File: src/rtl/mnb_pkg.sv
// Shared types for the multiplexed NOR bus controller.
// Assumes all timing fields share one width.
package mnb_pkg;
    localparam int CFG_W = 4;

    typedef enum logic [2:0] {
        ST_IDLE,
        ST_AADDR,
        ST_ADATA,
        ST_SADDR,
        ST_SLAT,
        ST_SDATA,
        ST_TURN
    } mnb_state_e;

    typedef struct packed {
        logic [CFG_W-1:0] div;
        logic [CFG_W-1:0] lat;
        logic [CFG_W-1:0] turn;
        logic [CFG_W-1:0] aset;
        logic [CFG_W-1:0] dset;
    } mnb_timing_t;
endpackage

File: src/rtl/mnb_mclk.sv
// Memory clock divider. Counts system cycles while run is high. It raises the
// clock at the start of each period and flags the last cycle of the period.
// Assumes period_m1 >= 1 and stays constant while run is high.
module mnb_mclk #(
    parameter int CW = 4
) (
    input  logic          clk,
    input  logic          rst_n,
    input  logic          run,
    input  logic [CW-1:0] period_m1,
    output logic          mclk,
    output logic          cyc_last
);
    logic [CW-1:0] cnt;
    logic [CW:0]   half;

    // Position counter inside the current memory clock period.
    always_ff @(posedge clk) begin
        if (!rst_n || !run) begin
            cnt <= '0;
        end else if (cnt == period_m1) begin
            cnt <= '0;
        end else begin
            cnt <= cnt + 1'b1;
        end
    end

    // High phase covers the first floor(P/2) cycles of each period.
    always_comb begin
        half     = ({1'b0, period_m1} + 1'b1) >> 1;
        mclk     = run && ({1'b0, cnt} < half);
        cyc_last = run && (cnt == period_m1);
    end

    a_r6_rise_at_wrap: assert property (@(posedge clk) disable iff (!rst_n)
        $rose(mclk) |-> (cnt == '0));
    a_r6_cnt_bound: assert property (@(posedge clk) disable iff (!rst_n)
        run |-> (cnt <= period_m1));
endmodule

File: src/rtl/mnb_fsm.sv
// Access sequencer. Accepts one request when idle and latches its fields and
// the timing inputs. It walks the async or sync phase sequence and captures
// read words. Each captured word gives one registered response.
// Assumes cyc_last comes from a divider restarted at each sync access.
module mnb_fsm
    import mnb_pkg::*;
#(
    parameter int ADDR_W = 26,
    parameter int DATA_W = 16,
    parameter int BANK_W = 2,
    parameter int LEN_W  = 4
) (
    input  logic              clk,
    input  logic              rst_n,
    input  logic              req_valid,
    input  logic              req_write,
    input  logic              req_sync,
    input  logic [ADDR_W-1:0] req_addr,
    input  logic [DATA_W-1:0] req_wdata,
    input  logic [BANK_W-1:0] req_bank,
    input  logic [LEN_W-1:0]  req_len,
    input  mnb_timing_t       cfg,
    input  logic              wait_n,
    input  logic [DATA_W-1:0] ad_i,
    input  logic              cyc_last,
    output mnb_state_e        state,
    output logic              req_ready,
    output logic [ADDR_W-1:0] addr_q,
    output logic [DATA_W-1:0] wdata_q,
    output logic [BANK_W-1:0] bank_q,
    output logic              write_q,
    output mnb_timing_t       tim_q,
    output logic              rsp_valid,
    output logic              rsp_last,
    output logic [DATA_W-1:0] rsp_data
);
    logic [CFG_W-1:0] cnt;
    logic [LEN_W-1:0] words;

    assign req_ready = (state == ST_IDLE);

    // Phase sequencing, request latching and word capture.
    always_ff @(posedge clk) begin
        if (!rst_n) begin
            state     <= ST_IDLE;
            cnt       <= '0;
            words     <= '0;
            addr_q    <= '0;
            wdata_q   <= '0;
            bank_q    <= '0;
            write_q   <= 1'b0;
            tim_q     <= '0;
            rsp_valid <= 1'b0;
            rsp_last  <= 1'b0;
            rsp_data  <= '0;
        end else begin
            rsp_valid <= 1'b0;
            rsp_last  <= 1'b0;
            case (state)
                ST_IDLE: begin
                    if (req_valid) begin
                        addr_q  <= req_addr;
                        wdata_q <= req_wdata;
                        bank_q  <= req_bank;
                        write_q <= req_write;
                        tim_q   <= cfg;
                        words   <= req_len;
                        if (req_sync && !req_write) begin
                            state <= ST_SADDR;
                        end else begin
                            state <= ST_AADDR;
                            cnt   <= cfg.aset;
                        end
                    end
                end
                ST_AADDR: begin
                    if (cnt == '0) begin
                        state <= ST_ADATA;
                        cnt   <= tim_q.dset;
                    end else begin
                        cnt <= cnt - 1'b1;
                    end
                end
                ST_ADATA: begin
                    if (cnt != '0) begin
                        cnt <= cnt - 1'b1;
                    end else if (wait_n) begin
                        rsp_valid <= 1'b1;
                        rsp_last  <= 1'b1;
                        rsp_data  <= write_q ? '0 : ad_i;
                        state     <= ST_TURN;
                        cnt       <= tim_q.turn;
                    end
                end
                ST_SADDR: begin
                    if (cyc_last) begin
                        state <= ST_SLAT;
                        cnt   <= tim_q.lat;
                    end
                end
                ST_SLAT: begin
                    if (cyc_last) begin
                        if (cnt == '0) begin
                            state <= ST_SDATA;
                        end else begin
                            cnt <= cnt - 1'b1;
                        end
                    end
                end
                ST_SDATA: begin
                    if (cyc_last && wait_n) begin
                        rsp_valid <= 1'b1;
                        rsp_data  <= ad_i;
                        if (words == '0) begin
                            rsp_last <= 1'b1;
                            state    <= ST_TURN;
                            cnt      <= tim_q.turn;
                        end else begin
                            words <= words - 1'b1;
                        end
                    end
                end
                ST_TURN: begin
                    if (cnt == '0) begin
                        state <= ST_IDLE;
                    end else begin
                        cnt <= cnt - 1'b1;
                    end
                end
                default: state <= ST_IDLE;
            endcase
        end
    end

    a_r8_last_valid: assert property (@(posedge clk) disable iff (!rst_n)
        rsp_last |-> rsp_valid);
    a_r4_no_capture_in_wait: assert property (@(posedge clk) disable iff (!rst_n)
        rsp_valid |-> $past(wait_n));
    a_r10_timing_held: assert property (@(posedge clk) disable iff (!rst_n)
        (state != ST_IDLE && $past(state) != ST_IDLE) |-> $stable(tim_q));
endmodule

File: src/rtl/mnb_pins.sv
// Pin decoder. Turns the sequencer state and latched request into the
// active-low strobes, one chip select per bank, and the shared bus drive.
// Assumes the state and request fields come straight from flops.
module mnb_pins
    import mnb_pkg::*;
#(
    parameter int DATA_W = 16,
    parameter int BANKS  = 4,
    parameter int BANK_W = 2
) (
    input  logic              clk,
    input  logic              rst_n,
    input  mnb_state_e        state,
    input  logic              write_q,
    input  logic [BANK_W-1:0] bank_q,
    input  logic [DATA_W-1:0] addr_lo,
    input  logic [DATA_W-1:0] wdata_q,
    output logic [BANKS-1:0]  ce_n,
    output logic              oe_n,
    output logic              we_n,
    output logic              adv_n,
    output logic [DATA_W-1:0] ad_o,
    output logic              ad_oe
);
    logic sel_phase;
    logic adr_phase;
    logic dat_phase;

    // Phase classification shared by all strobes.
    always_comb begin
        adr_phase = (state == ST_AADDR) || (state == ST_SADDR);
        dat_phase = (state == ST_ADATA) || (state == ST_SLAT) || (state == ST_SDATA);
        sel_phase = adr_phase || dat_phase;
    end

    // One chip select per bank, low only for the latched bank.
    for (genvar b = 0; b < BANKS; b++) begin : g_ce
        assign ce_n[b] = !(sel_phase && (bank_q == BANK_W'(b)));
    end

    // Strobes and shared bus drive.
    always_comb begin
        adv_n = !adr_phase;
        oe_n  = !(dat_phase && !write_q);
        we_n  = !(dat_phase && write_q);
        ad_oe = adr_phase || (dat_phase && write_q);
        if (adr_phase) begin
            ad_o = addr_lo;
        end else if (dat_phase && write_q) begin
            ad_o = wdata_q;
        end else begin
            ad_o = '0;
        end
    end

    a_r3_oe_we_excl: assert property (@(posedge clk) disable iff (!rst_n)
        !(!oe_n && !we_n));
    a_r5_one_bank: assert property (@(posedge clk) disable iff (!rst_n)
        $onehot0(~ce_n));
    a_r2_bus_released: assert property (@(posedge clk) disable iff (!rst_n)
        !oe_n |-> !ad_oe);
    a_r3_drive_gated: assert property (@(posedge clk) disable iff (!rst_n)
        ad_oe |-> (!adv_n || !we_n));
endmodule

File: src/rtl/mnb_ctrl.sv
// Multiplexed NOR/PSRAM bus controller top. Joins the sequencer, the memory
// clock divider and the pin decoder. Presents the shared bus as separate
// out/enable/in vectors for an external pad.
// Assumes the timing inputs are settled when a request is accepted.
module mnb_ctrl
    import mnb_pkg::*;
#(
    parameter int ADDR_W = 26,
    parameter int DATA_W = 16,
    parameter int BANKS  = 4,
    parameter int LEN_W  = 4,
    localparam int BANK_W = $clog2(BANKS),
    localparam int HI_W   = ADDR_W - DATA_W
) (
    input  logic              clk,
    input  logic              rst_n,
    input  logic              req_valid,
    output logic              req_ready,
    input  logic              req_write,
    input  logic              req_sync,
    input  logic [ADDR_W-1:0] req_addr,
    input  logic [DATA_W-1:0] req_wdata,
    input  logic [BANK_W-1:0] req_bank,
    input  logic [LEN_W-1:0]  req_len,
    input  logic [CFG_W-1:0]  cfg_div,
    input  logic [CFG_W-1:0]  cfg_lat,
    input  logic [CFG_W-1:0]  cfg_turn,
    input  logic [CFG_W-1:0]  cfg_aset,
    input  logic [CFG_W-1:0]  cfg_dset,
    output logic              rsp_valid,
    output logic              rsp_last,
    output logic [DATA_W-1:0] rsp_data,
    output logic              mem_clk,
    output logic [BANKS-1:0]  mem_ce_n,
    output logic              mem_oe_n,
    output logic              mem_we_n,
    output logic              mem_adv_n,
    output logic [HI_W-1:0]   mem_addr_hi,
    output logic [DATA_W-1:0] mem_ad_o,
    output logic              mem_ad_oe,
    input  logic [DATA_W-1:0] mem_ad_i,
    input  logic              mem_wait_n
);
    mnb_timing_t       cfg;
    mnb_timing_t       tim_q;
    mnb_state_e        state;
    logic [ADDR_W-1:0] addr_q;
    logic [DATA_W-1:0] wdata_q;
    logic [BANK_W-1:0] bank_q;
    logic              write_q;
    logic              run;
    logic              cyc_last;
    logic [CFG_W-1:0]  period_m1;

    // Timing inputs gathered for latching; divide ratio clamped to two.
    always_comb begin
        cfg.div   = cfg_div;
        cfg.lat   = cfg_lat;
        cfg.turn  = cfg_turn;
        cfg.aset  = cfg_aset;
        cfg.dset  = cfg_dset;
        period_m1 = (tim_q.div == '0) ? CFG_W'(1) : tim_q.div;
        run       = (state == ST_SADDR) || (state == ST_SLAT) || (state == ST_SDATA);
    end

    assign mem_addr_hi = addr_q[ADDR_W-1:DATA_W];

    mnb_fsm #(
        .ADDR_W(ADDR_W), .DATA_W(DATA_W), .BANK_W(BANK_W), .LEN_W(LEN_W)
    ) u_fsm (
        .clk       (clk),
        .rst_n     (rst_n),
        .req_valid (req_valid),
        .req_write (req_write),
        .req_sync  (req_sync),
        .req_addr  (req_addr),
        .req_wdata (req_wdata),
        .req_bank  (req_bank),
        .req_len   (req_len),
        .cfg       (cfg),
        .wait_n    (mem_wait_n),
        .ad_i      (mem_ad_i),
        .cyc_last  (cyc_last),
        .state     (state),
        .req_ready (req_ready),
        .addr_q    (addr_q),
        .wdata_q   (wdata_q),
        .bank_q    (bank_q),
        .write_q   (write_q),
        .tim_q     (tim_q),
        .rsp_valid (rsp_valid),
        .rsp_last  (rsp_last),
        .rsp_data  (rsp_data)
    );

    mnb_mclk #(.CW(CFG_W)) u_mclk (
        .clk       (clk),
        .rst_n     (rst_n),
        .run       (run),
        .period_m1 (period_m1),
        .mclk      (mem_clk),
        .cyc_last  (cyc_last)
    );

    mnb_pins #(
        .DATA_W(DATA_W), .BANKS(BANKS), .BANK_W(BANK_W)
    ) u_pins (
        .clk     (clk),
        .rst_n   (rst_n),
        .state   (state),
        .write_q (write_q),
        .bank_q  (bank_q),
        .addr_lo (addr_q[DATA_W-1:0]),
        .wdata_q (wdata_q),
        .ce_n    (mem_ce_n),
        .oe_n    (mem_oe_n),
        .we_n    (mem_we_n),
        .adv_n   (mem_adv_n),
        .ad_o    (mem_ad_o),
        .ad_oe   (mem_ad_oe)
    );

    a_r12_ready_quiet: assert property (@(posedge clk) disable iff (!rst_n)
        req_ready |-> (&mem_ce_n && !mem_clk));
endmodule

File: config.mk
export PLATFORM = sky130hd
export DESIGN_NAME = mnb_ctrl
export DESIGN_NICKNAME = d
export VERILOG_FILES = /design/src/rtl/mnb_pkg.sv /design/src/rtl/mnb_mclk.sv /design/src/rtl/mnb_fsm.sv /design/src/rtl/mnb_pins.sv /design/src/rtl/mnb_ctrl.sv
export SDC_FILE = /design/constraint.sdc
export NUM_CORES = 1
export LEC_CHECK = 0
export BUFFER_PORTS_ARGS = -buffer_cell sky130_fd_sc_hd__buf_2
export CORE_MARGIN = 2
export CORE_UTILIZATION = 40
export DETAILED_ROUTE_END_ITERATION = 7
export PLACE_DENSITY = 0.65
export RECOVER_POWER = 25
export SKIP_CTS_REPAIR_TIMING = 1
export SYNTH_ARGS = -nofsm -noshare
export SYNTH_HDL_FRONTEND = slang
export SYNTH_SLANG_ARGS = --single-unit
File: constraint.sdc
create_clock -name clk -period 3.9 [get_ports clk]
set_input_delay 0.585 -clock clk [delete_from_list [all_inputs] [get_ports clk]]
set_output_delay 0.585 -clock clk [all_outputs]
set_load 0.01 [all_outputs]
==> results.py, run 1 <==
metrics = {
    "status": {
        "status": "complete, but fails checks",
        "violations": "capacitance limit, slew limit",
    },
    "setup_path": {
        "setup.worst_path.class": "flip-flop to flip-flop",
        "path_cells": "nor2_2, and3_1, nand2_1, a21oi_1",
        "critical_path.max_stage_delay_ns": 1.69,
        "worstPathMaxFanout": 63,
        "critical_path_required_ns": 4.19,
        "worst_ep_arrival_time_ns": 3.45,
        "slowest_stage": "and3_1",
        "end_kind": "flip-flop",
        "startpoint_type": "flip-flop",
    },
    "detailed_routing": {
        "drc": 0,
        "drt-vias-per-instance": 5.19,
        "num_vias": 4299,
        "drtIter0Drc": 226,
        "postRouteAntennaNets": 0,
        "post_drt_wl_per_cell_um": 14.8,
        "firstDrtPassIters": 5,
        "wl_mm": 12.2,
    },
    "grt": {
        "grt_pass1_vias": 4124,
        "grt.overflow.total": 0,
        "grt_first_pass_wirelength_mm": 19.6,
        "grtUsageTotal": 0.205,
        "antenna_found_initial": 2,
        "grt_max_degree": 70,
    },
    "placement": {
        "numPlacedInstances": 811,
        "dp_hpwl_mm": 8.77,
        "placed_cell_area_mm2": 0.00515,
        "portBuffers": 143,
        "dp_slack_ns": 1.18,
        "place.gp.congestion": 0.936,
    },
    "yosys": {
        "synth_cells": 576,
        "synth_edf_count": 0,
        "ys_types": 64,
        "synth_top_area_cell": "dfxtp_1",
        "synth.cell_area_mm2": 0.00450,
        "yosys_warnings": 0,
        "ys_seq_area_frac": 0.418,
        "yosys-top-cells-area": "dfxtp_1 42%, nand2_1 13%, a21oi_1 8.2%",
        "synthDominantCellAreaShare": 0.418,
        "synthArstFlopShare": 0,
        "avgSynthCellArea_um2": 7.81,
        "ys_ff_latch": 94,
        "syn-num-nets": 675,
        "synth_ff_type": "dfxtp_1",
    },
    "finish": {
        "layout.cells.most_common_list": "159 x nand2_1, 115 x buf_2, 94 x dfxtp_1",
        "postLayoutCellArea_mm2": 0.00533,
        "syn_to_final_growth_pct": 18.4,
        "finish.net_count": 781,
        "final_common_cell": "nand2_1",
        "drive_gt1_frac": 0.223,
        "fin_cells": 828,
    },
    "floorplan": {
        "fp.coreArea_mm2": 0.0109,
        "die_x_um": 110,
        "start_util": 0.413,
        "fp-row-count": 38,
        "ioPinCount": 144,
        "die-area_mm2": 0.0121,
        "die_height_um": 110,
    },
    "power": {
        "peakVddDrop_uv": 285,
        "power.density_mw_per_mm2": 595,
        "power_mw": 3.17,
        "p_leak_nw": 2.21,
    },
    "timing": {
        "setup_viol": 0,
        "setup_slack_ns": 0.737,
        "relSlewSlack": -0.463,
        "fin_setup_tns_ns": 0,
        "timing.fmax_mhz": 316,
        "rsz0062_at_grt": "false",
        "clock_skew_ns": 0.00347,
        "finalHoldViolations": 0,
        "slew_violations": 64,
        "finalCritPeriodShare": 0.811,
        "worstMarginPinSlew_ns": 2.19,
        "finalCriticalPeriod_ns": 3.16,
    },
    "job": {
        "cap_violations": 1,
    },
    "cts": {
        "clock-sinks": 94,
        "insertion_delay_ns": 0.35,
        "root_buffer": "clkbuf_8",
        "numCtsBuffers": 9,
        "htreeDepth": 3,
        "cts_tree": "yes",
        "clk_pin_slew_ns": 0.09,
        "clockBufferDepth": 2,
    },
    "worst_hold_path": {
        "hold_path.class": "input pin to flip-flop",
    },
}
[metrics by stage]
step | util | hold slack [ns]
floorplan | - | 0.433
global placement | 0.473 | 0.443
detailed placement | 0.473 | 0.444
CTS | 0.493 | 0.438
global route | 0.489 | 0.444
finish | 0.489 | 0.457
[flip-flops by register name, indices dropped and copies added, names as in the netlist, 2 cells and up]
name            count
u_fsm.words         4
u_fsm.state         3
u_fsm.rsp_data     16
u_fsm.addr_q       26
u_fsm.cnt           4
u_mclk.cnt          4
u_fsm.tim_q        16
u_fsm.wdata_q      16
u_fsm.bank_q        2
[where the power goes]
part | internal [mW] | leakage [nW] | switching, mW | total [mW]
logic | 0.472 | 1.33 | 0.713 | 1.19
clock network | 0.365 | 0.115 | 0.323 | 0.688
registers | 1.12 | 0.767 | 0.171 | 1.30
total | 1.96 | 2.21 | 1.21 | 3.17
[per-layer routing]
| metal | wire [µm] | share of wire | track usage |
|---|---|---|---|
| met5 | 0 | 0 | 0 |
| met3 | 815 | 0.067 | 0.0482 |
| met4 | 214 | 0.017 | 0.0796 |
| met2 | 5840 | 0.48 | 0.333 |
| met1 | 5360 | 0.44 | 0.264 |
[Yosys cell counts (5+ instances only)]
cell type	instances
and3_1	5
clkbuf_1	29
ha_1	9
o21ai_0	25
nor3_1	8
nor2b_1	6
mux2i_1	8
dfxtp_1	94
nand3_1	21
a21oi_1	74
nor2_1	18
inv_1	11
nand2_1	159
a22o_1	16
buf_4	16
[cell families after synthesis]
| kind of cell | after synthesis | synth area share |
|---|---|---|
| adder cells (fa/ha/maj) | 9 | 0.0250 |
| AND/OR/NAND/NOR | 244 | 0.245 |
| XOR/XNOR | 9 | 0.0192 |
| buffers and inverters | 64 | 0.0712 |
| flip-flops | 94 | 0.418 |
| multiplexers | 8 | 0.0178 |
| AO/OA/AOI/OAI | 148 | 0.204 |
[layout make-up]
class                           count  area [µm²]
Fill cell                        1107        5560
Multi-Input combinational cell    418        2290
Sequential cell                    94        1880
Timing Repair Buffer              147         711
Clock buffer                       13         179
Tap cell                          140         175
Inverter                           12        45.0
Clock inverter                      3        40.0
Antenna cell                        1        2.50
[critical path: cells and delay by family (launching register included)]
kind               cells  cell delay, ns
DFF                    1            0.62
AOI/OAI and AO/OA      1            0.20
and+or+nand+nor        3            2.26
[path summary, 6_finish.rpt]
path | start | to | slack, ns | cells after the start
worst max-delay path | u_fsm.state[1]$_SDFFE_PN0P_ | u_fsm.wdata_q[13]$_SDFFE_PN0P_ | 0.74 | 4
worst min-delay path | req_addr[20] | u_fsm.addr_q[20]$_SDFFE_PN0P_ | 0.46 | 3
worst max register to register | u_fsm.state[1]$_SDFFE_PN0P_ | u_fsm.wdata_q[13]$_SDFFE_PN0P_ | 0.74 | 4
worst min register to register | u_fsm.addr_q[20]$_SDFFE_PN0P_ | u_fsm.addr_q[20]$_SDFFE_PN0P_ | 0.46 | 2
No activity file was read; power rests on OpenSTA's default activity.
==> run 2: changes to the inputs <==
--- a/config.mk
+++ b/config.mk
@@ -9,7 +9,7 @@
 export CORE_MARGIN = 2
 export CORE_UTILIZATION = 40
 export DETAILED_ROUTE_END_ITERATION = 7
-export PLACE_DENSITY = 0.65
+export PLACE_DENSITY = 0.68
 export RECOVER_POWER = 25
 export SKIP_CTS_REPAIR_TIMING = 1
 export SYNTH_ARGS = -nofsm -noshare
==> constraint.sdc (replaced) <==
create_clock -name clk -period 2.9 [get_ports clk]
set_input_delay 0.435 -clock clk [delete_from_list [all_inputs] [get_ports clk]]
set_output_delay 0.435 -clock clk [all_outputs]
set_load 0.01 [all_outputs]
==> run 2 against run 1 <==
Effect of this change:
- the flow now finishes without violations
- register-to-register slack worse by 0.20 ns
- global-route usage about the same
- die area unchanged
- wire length up 0.29%
- hold slack worse by 0.16 ns
- via count up 0.26%
- count of clock-buffer cells in the layout unchanged
- core utilization up 0.78 points
- clock power up 56%
- first-iteration DRC count down 20%
- critical endpoint is now mem_ce_n[0]
- largest cell class unchanged
- largest power group unchanged
==> results.py, run 2 (synthesized netlist as in run 1, its figures left out) <==
metrics = {
    "finish": {
        "n_antenna_cell": 0,
        "final_common_cell": "nand2_1",
        "regMostFlops": "u_fsm.addr_q",
        "nFillCells": 1104,
        "utilization": 0.497,
        "drive_gt1_frac": 0.227,
        "syn_to_final_growth_pct": 20.3,
        "finish.net_count": 789,
        "postLayoutCellArea_mm2": 0.00541,
        "layout.cells.most_common_list": "159 x nand2_1, 114 x buf_2, 94 x dfxtp_1",
        "largest_reg_flops": 26,
    },
    "status": {
        "status": "finished, final reports clean",
    },
    "detailed_routing": {
        "num_vias": 4310,
        "post_drt_wl_per_cell_um": 14.7,
        "drtIter0Drc": 180,
        "wl_mm": 12.3,
        "firstDrtPassIters": 4,
        "postRouteAntennaNets": 0,
        "drc": 0,
        "drt-vias-per-instance": 5.16,
    },
    "placement": {
        "dp_hpwl_mm": 8.96,
        "portBuffers": 143,
        "placed_cell_area_mm2": 0.00521,
        "place.gp.congestion": 0.884,
        "dp_slack_ns": 0.571,
    },
    "cts": {
        "cts_tree": "yes",
        "clockBufferDepth": 2,
        "root_buffer": "clkbuf_8",
        "insertion_delay_ns": 0.37,
        "clk_pin_slew_ns": 0.09,
        "numCtsBuffers": 9,
        "clock-sinks": 94,
        "htreeDepth": 3,
    },
    "power": {
        "seq_power_share": 0.385,
        "power.density_mw_per_mm2": 819,
        "peakVddDrop_uv": 388,
        "power_mw": 4.43,
        "power.internal_mw": 2.78,
        "p_leak_nw": 2.26,
        "comb_power_share": 0.373,
        "switching_share": 0.372,
        "clock_power_share": 0.241,
        "netSwitchingPower_mw": 1.65,
    },
    "setup_path": {
        "worstPathMaxFanout": 13,
        "rr_endpoint": "u_fsm.rsp_data[3]$_SDFFE_PN0P_",
        "r2r_cells": 5,
        "setup.worst_path.class": "flip-flop to output pin",
        "worst_ep_arrival_time_ns": 2.27,
        "startpoint_type": "flip-flop",
        "reg2reg_slack_ns": 0.54,
        "critical_path_required_ns": 2.47,
        "end_kind": "output pin",
        "timing.rr.start": "u_fsm.tim_q[19]$_SDFFE_PN0P_",
    },
    "timing": {
        "relSlewSlack": 0.241,
        "slew_violations": 0,
        "finalHoldViolations": 0,
        "fin_setup_tns_ns": 0,
        "setup_viol": 0,
        "rsz0062_at_grt": "false",
        "finalCriticalPeriod_ns": 2.70,
        "clock_skew_ns": 0.0117,
        "timing.fmax_mhz": 370,
        "worstMarginPinSlew_ns": 1.14,
        "finalCritPeriodShare": 0.933,
        "setup_slack_ns": 0.195,
    },
    "floorplan": {
        "die_x_um": 110,
        "ioPinCount": 144,
        "fp.coreArea_mm2": 0.0109,
        "die_height_um": 110,
        "start_util": 0.413,
        "fp-row-count": 38,
        "die-area_mm2": 0.0121,
    },
    "grt": {
        "grt.overflow.total": 0,
        "grt_pass1_vias": 4077,
        "grt_first_pass_wirelength_mm": 19.2,
        "grt_max_degree": 65,
        "grtUsageTotal": 0.205,
        "antenna_found_initial": 1,
    },
    "job": {
        "cap_violations": 0,
    },
    "worst_hold_path": {
        "hold_path.class": "input pin to flip-flop",
        "hold_depth": 3,
        "whs_endpoint": "u_fsm.tim_q[19]$_SDFFE_PN0P_",
        "min_from": "cfg_div[3]",
    },
}
[run 2: cell types whose count changed in the layout (fill, tap and decap cells not counted), moves of 2 or more]
cell	delta
clkinv_2	-2
bufinv_16	+2
clkbuf_1	+3
buf_4	+8
clkbuf_8	-2
[run 2: worst max path at each step]
stage / from / to / depth (start not counted)
after floorplan: u_fsm.state[1]$_SDFFE_PN0P_ / mem_ad_oe / 8
after global placement: u_fsm.state[0]$_SDFFE_PN0P_ / mem_ce_n[0] / 6
after detailed placement: u_fsm.tim_q[19]$_SDFFE_PN0P_ / u_fsm.rsp_data[3]$_SDFFE_PN0P_ / 5
after CTS: u_fsm.state[0]$_SDFFE_PN0P_ / mem_ce_n[0] / 6
after global routing: u_fsm.state[0]$_SDFFE_PN0P_ / mem_ce_n[0] / 6
final: u_fsm.state[0]$_SDFFE_PN0P_ / mem_ce_n[0] / 6
[run 2: power by group through the flow]
stage	combinational, mW	sequential [mW]	clock, mW
CTS	1.69	1.71	1.09
detailed placement	1.68	1.73	0
global route	1.85	1.74	1.15
floorplan	1.30	1.66	0
finish	1.65	1.71	1.07
global placement	1.65	1.73	0
[run 2: critical path, stage by stage, from the launching register on]
cell and delay, ns:
dfxtp_1 0.58, inv_1 0.20, nand2_1 0.15, nor2_1 0.06
a21oi_1 0.29, or3b_2 0.47, buf_2 0.15
[run 2: area by class of cell]
cell class | count | area, µm² | share of cell area
Clock buffer | 13 | 159 | 0.0294
Clock inverter | 3 | 90.1 | 0.0166
Tap cell | 140 | 175 | 0.0324
Multi-Input combinational cell | 418 | 2290 | 0.423
Timing Repair Buffer | 155 | 769 | 0.142
Sequential cell | 94 | 1880 | 0.348
Inverter | 12 | 45.0 | 0.00832
[run 2: routing by layer]
| layer | global-route usage | part of all wire |
|---|---|---|
| met1 | 0.256 | 0.43 |
| met5 | 0 | 0 |
| met3 | 0.0629 | 0.075 |
| met4 | 0.0651 | 0.015 |
| met2 | 0.340 | 0.48 |
[run 2: per-stage QoR]
stage,hold slack [ns],std cells
2_1_floorplan,0.433,576
3_3_place_gp,0.441,819
3_5_place_dp,0.446,819
4_1_cts,0.281,835
5_1_grt,0.289,835
6_report,0.298,835
